## src/rtl/frs_pkg.sv

```systemverilog
package frs_pkg;
  localparam int N_RULES = 6;
  localparam int N_TGT   = 4;

  // rule slots
  localparam int RL_UPSET  = 0;
  localparam int RL_NODATA = 1;
  localparam int RL_OOR_C  = 2;
  localparam int RL_OOR_M  = 3;
  localparam int RL_MISM   = 4;
  localparam int RL_SINGLE = 5;

  // target slots
  localparam int TG_PL  = 0;
  localparam int TG_CPU = 1;
  localparam int TG_CHC = 2;
  localparam int TG_CHM = 3;

  // which rules drive each target
  localparam logic [N_RULES-1:0] TGT_RULES [N_TGT] = '{
    6'b000001,   // PL
    6'b100010,   // CPU
    6'b010100,   // compute channel
    6'b011000    // monitor channel
  };
endpackage

```

## src/rtl/frs_rule.sv

```systemverilog
module frs_rule #(
  parameter int THRESH = 2,
  parameter int DUR    = 3
) (
  input  logic clk,
  input  logic rst_n,
  input  logic tick_i,
  input  logic evt_i,
  output logic active_o
);
  localparam int CW = (THRESH > 1) ? $clog2(THRESH) : 1;
  localparam int TW = $clog2(DUR + 1);

  logic [CW-1:0] cnt;
  logic [TW-1:0] tmr;

  assign active_o = (tmr != '0);

  always_ff @(posedge clk or negedge rst_n) begin
    if (!rst_n) begin
      cnt <= '0;
      tmr <= '0;
    end else if (tmr != '0) begin
      if (tick_i) tmr <= tmr - TW'(1);
    end else if (evt_i) begin
      if (cnt == CW'(THRESH - 1)) begin
        cnt <= '0;
        tmr <= TW'(DUR);
      end else begin
        cnt <= cnt + CW'(1);
      end
    end
  end


  always_comb begin
    if (rst_n) cnt_bound_chk: assert (int'(cnt) < THRESH);
  end


  fire_needs_evt_chk: assert property (@(posedge clk) disable iff (!rst_n)
    $rose(active_o) |-> $past(evt_i));


  cnt_clear_chk: assert property (@(posedge clk) disable iff (!rst_n)
    active_o |-> (cnt == '0));


  tick_dec_chk: assert property (@(posedge clk) disable iff (!rst_n)
    (active_o && tick_i) |=> (tmr == $past(tmr) - TW'(1)));
endmodule

```

## src/rtl/frs_watchdog.sv

```systemverilog
module frs_watchdog #(
  parameter int NUM_CH  = 2,
  parameter int TIMEOUT = 5
) (
  input  logic              clk,
  input  logic              rst_n,
  input  logic              tick_i,
  input  logic              suspend_i,
  input  logic [NUM_CH-1:0] hb_i,
  output logic [NUM_CH-1:0] miss_o
);
  localparam int CW = $clog2(TIMEOUT + 1);

  for (genvar ch = 0; ch < NUM_CH; ch++) begin : g_ch
    logic [CW-1:0] cnt;

    always_ff @(posedge clk or negedge rst_n) begin
      if (!rst_n) begin
        cnt        <= '0;
        miss_o[ch] <= 1'b0;
      end else begin
        miss_o[ch] <= 1'b0;
        if (suspend_i || hb_i[ch]) begin
          cnt <= '0;
        end else if (tick_i) begin
          if (cnt == CW'(TIMEOUT - 1)) begin
            cnt        <= '0;
            miss_o[ch] <= 1'b1;
          end else begin
            cnt <= cnt + CW'(1);
          end
        end
      end
    end


    miss_cause_chk: assert property (@(posedge clk) disable iff (!rst_n)
      miss_o[ch] |-> ($past(tick_i) && !$past(hb_i[ch]) && !$past(suspend_i)));


    suspend_quiet_chk: assert property (@(posedge clk) disable iff (!rst_n)
      suspend_i |=> !miss_o[ch]);
  end
endmodule

```

## src/rtl/frs_supervisor.sv

```systemverilog
module frs_supervisor
  import frs_pkg::*;
#(
  parameter int THR_UPSET  = 2,
  parameter int THR_NODATA = 2,
  parameter int THR_OOR    = 2,
  parameter int THR_MISM   = 3,
  parameter int THR_SINGLE = 1,
  parameter int DUR_PL     = 8,
  parameter int DUR_CPU    = 3,
  parameter int DUR_CHAN   = 3,
  parameter int DUR_BOTH   = 3,
  parameter int DUR_SINGLE = 10,
  parameter int NUM_WD     = 2,
  parameter int WD_TIMEOUT = 5
) (
  input  logic              clk,
  input  logic              rst_n,
  input  logic              tick_i,
  input  logic              upset_i,
  input  logic              nodata_c_i,
  input  logic              nodata_m_i,
  input  logic              oor_c_i,
  input  logic              oor_m_i,
  input  logic              mismatch_i,
  input  logic              cmp_nodata_i,
  input  logic [NUM_WD-1:0] heartbeat_i,
  output logic              hold_pl_o,
  output logic              hold_cpu_o,
  output logic              hold_c_o,
  output logic              hold_m_o,
  output logic [NUM_WD-1:0] wd_miss_o
);
  localparam int RULE_THR [N_RULES] = '{THR_UPSET, THR_NODATA, THR_OOR,
                                        THR_OOR, THR_MISM, THR_SINGLE};
  localparam int RULE_DUR [N_RULES] = '{DUR_PL, DUR_CPU, DUR_CHAN,
                                        DUR_CHAN, DUR_BOTH, DUR_SINGLE};

  logic [N_RULES-1:0] rule_evt;
  logic [N_RULES-1:0] rule_act;
  logic [N_TGT-1:0]   hold;

  assign rule_evt[RL_UPSET]  = upset_i;
  assign rule_evt[RL_NODATA] = nodata_c_i | nodata_m_i;
  assign rule_evt[RL_OOR_C]  = oor_c_i;
  assign rule_evt[RL_OOR_M]  = oor_m_i;
  assign rule_evt[RL_MISM]   = mismatch_i;
  assign rule_evt[RL_SINGLE] = cmp_nodata_i | (|wd_miss_o);

  for (genvar r = 0; r < N_RULES; r++) begin : g_rule
    frs_rule #(
      .THRESH(RULE_THR[r]),
      .DUR   (RULE_DUR[r])
    ) rule_i (
      .clk     (clk),
      .rst_n   (rst_n),
      .tick_i  (tick_i),
      .evt_i   (rule_evt[r]),
      .active_o(rule_act[r])
    );
  end

  for (genvar t = 0; t < N_TGT; t++) begin : g_tgt
    assign hold[t] = |(rule_act & TGT_RULES[t]);
  end

  assign hold_pl_o  = hold[TG_PL];
  assign hold_cpu_o = hold[TG_CPU];
  assign hold_c_o   = hold[TG_CHC];
  assign hold_m_o   = hold[TG_CHM];

  frs_watchdog #(
    .NUM_CH (NUM_WD),
    .TIMEOUT(WD_TIMEOUT)
  ) wd_i (
    .clk      (clk),
    .rst_n    (rst_n),
    .tick_i   (tick_i),
    .suspend_i(hold_cpu_o),
    .hb_i     (heartbeat_i),
    .miss_o   (wd_miss_o)
  );


  pl_rise_chk: assert property (@(posedge clk) disable iff (!rst_n)
    $rose(hold_pl_o) |-> $past(upset_i));


  both_rise_chk: assert property (@(posedge clk) disable iff (!rst_n)
    ($rose(hold_c_o) && $rose(hold_m_o)) |-> ($past(mismatch_i) || ($past(oor_c_i) && $past(oor_m_i))));


  chan_rise_chk: assert property (@(posedge clk) disable iff (!rst_n)
    $rose(hold_c_o) |-> ($past(oor_c_i) || $past(mismatch_i)));
endmodule

```

## config.mk

```make
export PLATFORM = sky130hd
export DESIGN_NAME = frs_supervisor
export DESIGN_NICKNAME = d
export VERILOG_FILES = /design/src/rtl/frs_pkg.sv /design/src/rtl/frs_rule.sv /design/src/rtl/frs_watchdog.sv /design/src/rtl/frs_supervisor.sv
export SDC_FILE = /design/constraint.sdc
export NUM_CORES = 1
export LEC_CHECK = 0
export ABC_AREA = 1
export BUFFER_PORTS_ARGS = -buffer_cell sky130_fd_sc_hd__buf_2
export CORE_AREA = 5 5 81 68
export DETAILED_ROUTE_END_ITERATION = 16
export DIE_AREA = 0 0 86 73
export REMOVE_ABC_BUFFERS = 1
export SYNTH_ARGS = -nofsm -noshare
export SYNTH_HDL_FRONTEND = slang
export SYNTH_HIERARCHICAL = 1
export SYNTH_SLANG_ARGS = --single-unit
```

## constraint.sdc

```tcl
create_clock -name clk -period 1.8 [get_ports clk]
set_input_delay 0.36 -clock clk [delete_from_list [all_inputs] [get_ports clk]]
set_output_delay 0.36 -clock clk [all_outputs]
set_load 0.05 [all_outputs]
```

# Word-level counts from Yosys, hierarchy flattened

Index checks and enable logic that the tools add are counted.

Register bits: 31
Input port bits: 12
Output and inout bits: 6
Word-level logic and storage cells: 127

Add/sub/neg operators: 14
Eq/ne operators: 10
Multiplexer cells: 42
Bitwise operators: 8
Reduce and logical (&&, ||, !) cells: 37

Operator list:

| cell                                                                | count |
|---|---|
| 2-bit 2-to-1 mux                                                    | 17 |
| 2-bit nonzero test                                                  | 17 |
| 4-bit 2-to-1 mux                                                    | 8 |
| 3-bit 2-to-1 mux                                                    | 6 |
| 3-bit AND reduction                                                 | 6 |
| 2-bit != test (second input constant)                               | 6 |
| 2-bit AND reduction                                                 | 6 |
| 1-bit 2-to-1 mux                                                    | 11 |
| 4-bit nonzero test                                                  | 2 |
| 2-bit OR reduction                                                  | 4 |
| 2-bit by 1-bit subtractor with 2-bit output (second input constant) | 4 |
| 4-bit by 1-bit subtractor with 4-bit output (second input constant) | 2 |
| 3-bit by 1-bit adder with 3-bit output (second input constant)      | 2 |
| 3-bit == test (second input constant)                               | 2 |
| 1-bit NOT                                                           | 6 |
| 1-bit adder (second input constant)                                 | 5 |
| 2-bit by 1-bit adder with 2-bit output (second input constant)      | 1 |
| 2-bit == test (second input constant)                               | 1 |
| 1-bit logical OR                                                    | 2 |
| 2-bit by 1-bit != test with 1-bit output (second input constant)    | 1 |
| 1-bit bitwise OR                                                    | 2 |

# Logic depth before layout (Yosys ltp)

Word-level depth: 4
Mapped depth: 10
Mapped depth without buffers: 10

# Cells and area by module

The synthesis kept the hierarchy.

By module, submodules not included:

| module                          | times used | cells each | area each (sq um) | seq. area each (sq um) |
|---|---|---|---|---|
| frs_rule (g_rule[1].rule_i ...) | 3          | 20         | 171.4             | 75.1 |
| frs_watchdog                    | 1          | 51         | 427.9             | 200.2 |
| frs_rule (g_rule[0].rule_i)     | 1          | 39         | 332.8             | 125.1 |
| frs_rule (g_rule[5].rule_i)     | 1          | 33         | 267.8             | 100.1 |
| frs_rule (g_rule[4].rule_i)     | 1          | 27         | 220.2             | 100.1 |
| frs_supervisor                  | 1          | 7          | 36.3              | 0.0 |

# Least setup slack after synthesis

No wires, ideal clock.

Path type: register to register
Start point: register g_rule[5].rule_i.tmr[0]
End point: register wd_i.g_ch[1].cnt[2]
Library setup time: 113 ps
Data arrival time: 1688 ps
Data required time: 1687 ps
Path slack: 0 ps
Cell stages (with the launch flop): 11
Path buffers: 0
Period minus slack after synthesis: 1800 ps
Cell sequence: dfrtp_1 > inv_1 > ha_1 > nand2_4 > or2_1 > nor2_2 > nand2_2 > nand2_1 > nand2_1 > nand2_1 > inv_1

Longest elaborated chain between the ends: 4
Elaborated cells between the ends (all ways): 5
Classes of those cells: mux: 1; reduce/logical: 4

Ends and longest elaborated chain:

| element                                                | RTL line             | source |
|---|---|---|
| from (decl)                                            | frs_rule.sv:15       | `logic [TW-1:0] tmr;` |
| from (signal assigned)                                 | frs_rule.sv:24       | `if (tick_i) tmr <= tmr - TW'(1);` |
| from (signal assigned)                                 | frs_rule.sv:28       | `tmr <= TW'(DUR);` |
| 4-bit nonzero test (*)                                 | frs_rule.sv:17       | `assign active_o = (tmr != '0);` |
| net rule_act[5]                                        | frs_supervisor.sv:40 | `logic [N_RULES-1:0] rule_act;` |
| 2-bit OR reduction (*)                                 | frs_supervisor.sv:64 | `assign hold[t] = \|(rule_act & TGT_RULES[t]);` |
| net hold_cpu_o                                         | frs_supervisor.sv:29 | `output logic hold_cpu_o,` |
| 1-bit logical OR (*)                                   | frs_watchdog.sv:23   | `if (suspend_i \|\| hb_i[ch]) begin` |
| 3-bit 2-to-1 mux or 2-bit nonzero test (tied branches) | --                   |  |
| to (signal assigned)                                   | frs_watchdog.sv:30   | `cnt <= cnt + CW'(1);` |
| to (decl)                                              | frs_watchdog.sv:15   | `logic [CW-1:0] cnt;` |

Mark *: on every way through the listed nets, which the timed path passes. The rest lies on a longest branch.
A chain may end at the register's enable or synchronous reset.

# Final worst setup path

Start point: register g_rule[5].rule_i.tmr[0]
End point: output port hold_cpu_o

Longest elaborated chain between the ends: 2

Ends and longest elaborated chain:

| element            | RTL line |
|---|---|
| 4-bit nonzero test | frs_rule.sv:17 |
| net rule_act[5]    | frs_supervisor.sv:40 |
| 2-bit OR reduction | frs_supervisor.sv:64 |
| to (decl)          | frs_supervisor.sv:29 |

The timed path passes the listed nets, and every way through them passes these cells.

==> summary.md <==
| Metric | Value |
|---|---|
| Setup-failing EPs final | `0` |
| Crit. Startpoint | `g_rule[5].rule_i/tmr[0]$_DFFE_PN0P_` |
| CP endpoint | `hold_cpu_o` |
| Pre-CTS setup slack | `92.2 ps` |
| Largest net degree at the start of global routing | `31` |
| Clock-pin slew on the worst setup and hold paths | `70 ps` |
| GPL Wtd Cong | `around 0.81` |
| Num rows | `23` |
| Clock Tree Root | `clkbuf_8` |
| Mapped Area | `1800 µm²` |
| Switching power | `between 0.001 and 0.0015 W` |
| Vias | `1400` |
| Worst slew pin tran | `about 690 ps` |
| Tmin final | `1750 ps` |
| Share of layout cells above drive strength 1 | `32.4%` |
| Gr ovfl total | `0` |
| CTS Sinks | `30` |
| Top cell type's share of synthesized area | `41.7%` |
| Skew-Pair Late Insertion Delay | `280 ps` |
| CTS Buf Count | `5` |
| Maximum VDD drop | `510 µV` |
| Seq pwr share | `32.6%` |
| R2R depth | `11` |
| Avg Cell Area, Syn | `8.29 µm²` |
| IO Pins | `18` |
| Area contributors post-synth | `dfrtp_1, nand2_1, ha_1, inv_1, nand2_4` |
| R2r setup slk | `150 ps` |
| Arr. time, crit path | `1390 ps` |
| Status | `finished clean` |
| F_max | `571 MHz` |
| Critical Path Fanout Max | `4` |
| Detailed placement HPWL | `2.24 mm` |
| Routed WL per cell | `10.1 µm` |
| # diodes | `0` |
| Initial antenna violation count | `0` |
| Yosys warns | `6` |
| CP Data Required Time | `1440 ps` |
| Die X-Extent | `between 80 and 90 µm` |
| Seq/Total Area, Yosys | `41.7%` |
| Core ar. | `~4700 µm²` |
| Gr usage total | `~11%` |
| Slew HR | `54.1%` |
| Switching share of power | `41.8%` |
| Die Y | `73 µm` |
| Total power | `between 0.003 and 0.004 W` |
| DR iter-0 viols | `41` |
| Initial Utilization | `37.9%` |
| Clock Path Buffers | `2` |
| Unrepaired setup endpoints after global routing | `false` |
| CTS tree | `done` |
| Nets | `271` |
| Critical path class | `register to output pin` |
| Number of global-route vias before repair | `1330` |
| Launch point of the worst reg-to-reg path | `g_rule[5].rule_i/tmr[0]$_DFFE_PN0P_` |
| Logic pwr share | `49.6%` |
| Worst Setup Start Kind | `register` |
| DR pass1 iterations | `4` |
| Vias per cell | `4.49` |
| Setup TNS | `0 ps` |
| Final WL | `approximately 3.1 mm` |
| Fin Clk Skew | `approximately 8.2 ps` |
| Max cap viols | `0` |
| Global-route wire length before repair | `5.49 mm` |
| Yosys reg bits | `30` |
| Crit. End Element | `output pin` |
| Placed Area | `1970 µm²` |
| Int Pwr | `approximately 0.0021 W` |
| Final Hold Vio Count | `0` |
| Hold WC Path Type | `input port to asynchronous set/reset pin` |
| Period utilization | `between 90% and 100%` |
| Critical R2R Capture | `wd_i/g_ch[1].cnt[2]$_DFFE_PN0P_` |
| Area grow syn2layout | `22.8%` |
| Max-slew violations | `0` |
| Commonest non-fill, non-tap cells in the layout | `nand2_1, dfrtp_1, inv_1, nand3_1, buf_2` |
| Die area | `around 6300 µm²` |
| Leak | `approximately 1.2 nW` |
| Most common cell after layout, fill and taps aside | `nand2_1` |
| Routed Antenna Nets | `0` |
| P per Cell Area | `1620 nW/µm²` |
| Htree depth | `2` |
| Number of distinct library cells after synthesis | `25` |
| Drt drc | `0` |
| Synth Instances | `217` |
| # fillers | `474` |
| Final Worst Setup Slack | `49.5 ps` |
| Design area | `~2200 µm²` |
| Clk network pwr share | `17.8%` |
| Port Buf Inserts | `17` |
| Cell taking the most area after synthesis | `dfrtp_1` |
-- cell usage after synthesis --
| library cell | instances |
|---|---|
| nand2_1 | 62 |
| nand4_4 | 1 |
| inv_4 | 1 |
| xnor2_2 | 1 |
| or2_1 | 4 |
| clkinv_2 | 1 |
| nor2_2 | 3 |
| inv_2 | 6 |
| ha_1 | 10 |
| nor2_1 | 5 |
| xnor2_1 | 3 |
| inv_1 | 30 |
| o21ai_1 | 2 |
| o22ai_1 | 2 |
| nand2_2 | 9 |
| nor4_1 | 1 |
| a21oi_1 | 1 |
| nand2_4 | 10 |
| nand3_2 | 3 |
| dfrtp_1 | 30 |
| o21ai_0 | 5 |
| nor2_4 | 3 |
| nand3_1 | 22 |
| o21a_1 | 1 |
| xor2_1 | 1 |
-- power groups by stage --
stage	Sequential, W	Combinational (W)	Clock (W)
after detailed placement	0.00118	0.00152	0
after CTS	0.00116	0.00164	0.000662
final	0.00117	0.00177	0.000635
after global placement	0.00117	0.00151	0
after global routing	0.00120	0.00203	0.000694
after floorplan	0.00114	0.00128	0
-- how the worst min path moves through the flow --
stage	cells past startpoint	startpoint	end	slack [ps]
floorplan	0	rst_n	g_rule[0].rule_i/cnt$_DFFE_PN0P_	60
global placement	1	rst_n	wd_i/g_ch[1].cnt[1]$_DFFE_PN0P_	450
detailed placement	1	rst_n	wd_i/g_ch[1].cnt[1]$_DFFE_PN0P_	450
CTS	1	rst_n	wd_i/g_ch[1].cnt[1]$_DFFE_PN0P_	140
global route	1	rst_n	g_rule[1].rule_i/cnt$_DFFE_PN0P_	170
finish	1	rst_n	wd_i/g_ch[1].cnt[1]$_DFFE_PN0P_	110
-- logic make-up (layout without fill, tap and decap cells) --
family	count (synthesis)	in the layout	share of synthesized area [%]
buffers and inverters	38	71	8.14
adder cells (fa/ha/maj)	10	10	6.95
flip-flops	30	30	41.7
XOR/XNOR	5	5	2.85
AND/OR/NAND/NOR	123	123	37.0
AO/OA/AOI/OAI	11	11	3.34
-- metal layers --
layer	vias to the layer above	routed length [µm]	track usage [%]
li1	735	-	-
met1	631	1520	13.6
met2	22	1400	17.6
met3	12	107	3.61
met4	0	110	6.50
met5	-	0	0
-- state kept, by name, summed over array words and instances (netlist names) --
signal / flops
wd_i/g_ch.cnt: 6
g_rule.rule_i/cnt: 6
g_rule.rule_i/tmr: 16
wd_i/miss_o: 2
-- cell type report --
class | instances | area (µm²) | area share, %
inverter | 38 | 146 | 6.63
clock buffer | 8 | 110 | 4.98
sequential | 30 | 751 | 34.0
timing repair buffer | 25 | 168 | 7.59
tap | 62 | 77.6 | 3.51
multi-input combinational | 149 | 957 | 43.3
-- what timing repair did --
action                     CTS  global route
pin swaps                    2             7
buffers inserted             3             4
resized for setup           13             8
setup endpoints to repair    3             5
hold buffers                 0             0
-- through the flow --
stage | util [%] | hold WS [ps] | std cells
floorplan | - | 64.4 | 217
global placement | 41.5 | 446 | 297
detailed placement | 41.5 | 450 | 297
CTS | 45.1 | 135 | 308
global route | 46.5 | 170 | 312
finish | 46.5 | 111 | 312
-- critical path, stage by stage, from the launching register on --
cell and delay [ps]:
dfrtp_1 390, inv_2 100, ha_4 140, nand2_4 50
or2_4 270, buf_8 150
Note: power is estimated with default switching activity, not from simulation.
